[src/rtl/adc_mux_sequencer.sv]
module adc_mux_sequencer #(
  parameter int DATA_W = 24,
  parameter int SEL_W  = 2,
  parameter int SETTLE = 5
) (
  input  logic              clk,
  input  logic              rst,
  input  logic [SEL_W-1:0]  chan_sel,
  input  logic              conv_done,
  input  logic [DATA_W-1:0] conv_data,
  input  logic              read_done,
  output logic [(1<<SEL_W)-1:0] mux_en,
  output logic              restart,
  output logic [DATA_W-1:0] result,
  output logic              drdy_n
);
  localparam int NCH   = 1 << SEL_W;
  localparam int CNT_W = $clog2(SETTLE + 1);
  localparam logic [CNT_W-1:0] CNT_FULL = CNT_W'(SETTLE);
  localparam logic [CNT_W-1:0] CNT_LAST = CNT_W'(SETTLE - 1);

  logic [SEL_W-1:0] sel_fall, sel_sync, sel_ref;
  logic [CNT_W-1:0] cnt_q;
  logic             chg, take, write_res;

  // first stage on the falling edge, second on the rising edge
  always_ff @(negedge clk) sel_fall <= chan_sel;

  always_ff @(posedge clk) begin
    if (rst) sel_sync <= sel_fall;
    else     sel_sync <= sel_fall;
  end

  assign chg       = (sel_sync != sel_ref);
  assign take      = conv_done && !chg;
  assign write_res = take && (cnt_q >= CNT_LAST);

  always_ff @(posedge clk) begin
    if (rst) begin
      sel_ref <= sel_fall;
      cnt_q   <= '0;
      restart <= 1'b0;
      drdy_n  <= 1'b1;
      result  <= '0;
    end else begin
      restart <= chg;
      if (chg) begin
        sel_ref <= sel_sync;
        cnt_q   <= '0;
        drdy_n  <= 1'b1;
      end else begin
        if (take && cnt_q != CNT_FULL) cnt_q <= cnt_q + 1'b1;
        if (write_res) begin
          result <= conv_data;
          drdy_n <= 1'b0;
        end else if (read_done) begin
          drdy_n <= 1'b1;
        end
      end
    end
  end

  for (genvar g = 0; g < NCH; g++) begin : g_dec
    assign mux_en[g] = (sel_ref == SEL_W'(g));
  end

  AST_SEL_ONEHOT: assert property (@(posedge clk) disable iff (rst)
    $countones(mux_en) == 1);
  AST_RESTART_DROPS_READY: assert property (@(posedge clk) disable iff (rst)
    restart |-> drdy_n);
  AST_CNT_BOUND: assert property (@(posedge clk) disable iff (rst)
    cnt_q <= CNT_FULL);
  AST_READY_NEEDS_STROBE: assert property (@(posedge clk) disable iff (rst)
    $fell(drdy_n) |-> $past(conv_done));
  AST_READ_RELEASE: assert property (@(posedge clk) disable iff (rst)
    (read_done && !conv_done) |=> drdy_n);
  AST_RESULT_HOLD: assert property (@(posedge clk) disable iff (rst)
    !conv_done |=> $stable(result));
endmodule

[config.mk]
export PLATFORM = sky130hd
export DESIGN_NAME = adc_mux_sequencer
export DESIGN_NICKNAME = d
export VERILOG_FILES = /design/src/rtl/adc_mux_sequencer.sv
export SDC_FILE = /design/constraint.sdc
export NUM_CORES = 1
export LEC_CHECK = 0
export CAP_MARGIN = 20
export CORE_MARGIN = 5
export CORE_UTILIZATION = 43
export DETAILED_ROUTE_END_ITERATION = 16
export GPL_ROUTABILITY_DRIVEN = 0
export PLACE_DENSITY = 0.79
export SETUP_SLACK_MARGIN = 0.4
export SYNTH_ARGS = -nofsm -noshare
export SYNTH_HDL_FRONTEND = slang
export SYNTH_SLANG_ARGS = --single-unit
export TNS_END_PERCENT = 10
[constraint.sdc]
create_clock -name clk -period 1.71 [get_ports clk]
set_input_delay 0.171 -clock clk [delete_from_list [all_inputs] [get_ports clk]]
set_output_delay 0.171 -clock clk [all_outputs]
set_load 0.05 [all_outputs]
==> impl_metrics.yaml <==
status:
  status: "complete, no violations"
cells_and_area:
  total_area_of_multi_input_combinational_cells_um2: 741
  finish.net_count: 237
  final_common_cell: "nand2b_1"
  mostFrequentLayoutCells: "nand2b_1, dfxtp_1, clkdlybuf4s50_1, mux2i_1, dlymetal6s2s_1"
  layout-area-overhead-vs-synth_pct: 48.9
  antenna_cells: 0
  fin_cells: 252
  drive_gt1_share_pct: 14.6
  num-fill-cells: 303
  postLayoutCoreUtil_pct: 67.0
  sequential_cell_area_um2: 722
  postLayoutCellArea_um2: 2250
die:
  design.die.area_um2: 4810
  die_x_um: 69.3
  floorplan.initialDensity_pct: 45.0
  core_area_um2: 3360
  num_rows: 21
  io-pin-count: 60
  die_y_um: 69.3
drt:
  routed_len_inst_um: 12.8
  finalWirelength_um: 3220
  detail_route.iter0.violations: 30
  post-route-drc-count: 0
  detail_route.vias_per_cell: 4.56
  final_antenna_net_count: 0
  drt-pass1-iter-count: 4
  detailroute.via_count: 1149
worst_setup_path:
  worst_path_cell_with_the_longest_stage_delay: "dfxtp_2"
  r2r-end: "sel_ref[0]$_DFFE_PP_"
  setup.worst_path.end_class: "flip-flop"
  crit_path_max_fanout: 2
  path_depth: 1
  worst-endpoint-required_ns: 1.80
  worstPathBufferInverterCount: 0
  timing.rr.start: "sel_fall[0]$_DFF_N_"
  critPathLaunch: "sel_fall[0]$_DFF_N_"
  critical_path_arrival_ns: 1.79
  r2r_slack_ns: 0.01
  worstPathCellList: "mux2_4"
  cp_top_family: "flip-flops"
  crit_end: "sel_ref[0]$_DFFE_PP_"
  criticalPathCategory: "flip-flop to flip-flop"
  reg2regPathDepth: 1
  type_of_element_launching_the_critical_path: "flip-flop"
  critical-path-max-stage-delay_ns: 0.31
timing:
  maxSlewViolCount: 0
  final.setup.tns_ns: 0
  clock_skew_ns: 0.0477
  number_of_hold_violations_in_the_final_report: 0
  slew_headroom_pct: 65.8
  worst_margin_slew_ns: 0.512
  rsz0062_at_grt: "yes"
  timing.final.setup_violations: 0
grt:
  first_global_vias: 1164
  global_route.usage.total_pct: 13.8
  largest_net_degree_at_the_start_of_global_routing: 29
  grt_antenna_before_repair: 0
  wire_length_of_the_first_global_routing_pass_um: 5400
  globalRouteOverflowTotal: 0
power_and_ir_drop:
  power_leakage_nw: 1.02
  irDropWorstVdd_mv: 0.474
  pwr_density_cell_nw_per_um2: 733
job:
  max_cap_violations: 0
min_path:
  hold-path-cell-count: 3
  hold_path.class: "input port to flip-flop"
clock_network:
  cts.sinks: 35
  cts_inserted_buffers: 5
  clock_latency_ns: 0.38
  htree_num_levels: 2
  cts_tree: "done"
  cts.reportedPaths.clkPinSlew_ns: 0.11
  clk_path_buf_depth: 2
  post-cts-setup-buffers: 0
  cts_root_buffer: "clkbuf_4"
synthesis:
  post_synth_num_cell_types: 25
  synth_nets: 174
  postSynthCellCount: 142
  synth.ff_latch_count: 35
  ys_warn_count: 0
  mean_instance_size_in_the_synthesized_netlist_um2: 10.7
  fraction_of_the_yosys_area_taken_by_sequential_cells_pct: 47.6
  synth_area_um2: 1510
placed_design:
  port-buffer-count: 59
  dp_hpwl_um: 2580
  dpl.cell_count: 243
  place_area_um2: 2170
-- metal layers --
| layer | share of wire, % | vias to the layer above | global-route usage (%) |
|---|---|---|---|
| met5 | 0 | - | 0 |
| li1 | - | 584 | - |
| met4 | 1.2 | 0 | 3.90 |
| met1 | 39 | 529 | 14.8 |
| met3 | 5.6 | 6 | 6.67 |
| met2 | 54 | 30 | 24.0 |
-- report_power, final --
part | switching [mW] | internal [mW]
logic | 0.112 | 0.131
clock network | 0.274 | 0.279
registers | 0.0153 | 0.841
total | 0.401 | 1.25
-- sequential cells by signal, indices dropped and copies added, names as in the netlist --
register and flops:
sel_sync 2, sel_ref 2, drdy_n 1, sel_fall 2
restart 1, result 24, cnt_q 3
-- cell usage after synthesis (all sizes together) --
| master | n | share of area (%) |
|---|---|---|
| o21bai | 1 | 0.50 |
| nand2 | 1 | 0.25 |
| edfxtp | 2 | 4.0 |
| xnor2 | 1 | 0.58 |
| a21oi | 1 | 0.33 |
| ha | 2 | 1.7 |
| and2 | 1 | 0.41 |
| mux2i | 24 | 16 |
| dfxtp | 33 | 44 |
| nor2 | 6 | 1.5 |
| a21boi | 1 | 0.50 |
| and2b | 1 | 0.50 |
| xor2 | 2 | 1.7 |
| mux2 | 2 | 1.5 |
| nor2b | 1 | 0.41 |
| nand2b | 48 | 20 |
| clkbuf | 6 | 1.5 |
| a211oi | 1 | 0.50 |
| nor3 | 2 | 1.4 |
| or3 | 1 | 0.41 |
| and4b | 1 | 0.66 |
| buf | 2 | 2.0 |
| inv | 2 | 0.50 |
-- how the worst min path moves through the flow --
| stage | slack, ns | end | start |
|---|---|---|---|
| 2_1_floorplan | 0.32 | drdy_n$_SDFFE_PP1P_ | read_done |
| 3_3_place_gp | 0.46 | result[9]$_SDFFE_PP0P_ | result[9]$_SDFFE_PP0P_ |
| 3_5_place_dp | 0.46 | result[11]$_SDFFE_PP0P_ | result[11]$_SDFFE_PP0P_ |
| 4_1_cts | 0.37 | result[5]$_SDFFE_PP0P_ | conv_data[5] |
| 5_1_grt | 0.37 | result[16]$_SDFFE_PP0P_ | conv_data[16] |
| 6_report | 0.39 | result[0]$_SDFFE_PP0P_ | conv_data[0] |
-- what timing repair did --
| action | 4_1_cts | 5_1_grt |
|---|---|---|
| hold buffers | 0 | 0 |
| endpoints found under the setup margin | 62 | 62 |
| gates resized for setup | 19 | 20 |
-- cell type report --
cell class | count | share of cell area [%]
clock buffer | 7 | 2.44
clock inverter | 3 | 1.11
inverter | 1 | 0.166
multi-input combinational | 97 | 32.9
sequential | 35 | 32.0
tap | 46 | 2.55
timing repair buffer | 63 | 28.9
-- per-stage QoR --
| stage | hold WS [ns] | worst slack, ns | power [mW] |
|---|---|---|---|
| final | 0.387 | 0.00997 | 1.65 |
| after global routing | 0.373 | 0.00367 | 1.74 |
| after CTS | 0.371 | 0.0202 | 1.67 |
| after detailed placement | 0.461 | 0.0453 | 1.13 |
| after global placement | 0.457 | 0.0668 | 1.12 |
| after floorplan | 0.316 | 0.0735 | 1.01 |
-- cells by family after synthesis --
family	after synthesis	synth area share, %
xor+xnor	3	2.23
flops	35	47.6
mux	26	17.4
buf+inv	10	3.97
simple gates	62	25.4
compound gates	4	1.82
fa+ha+maj	2	1.65
No activity file was read; power rests on OpenSTA's default activity.
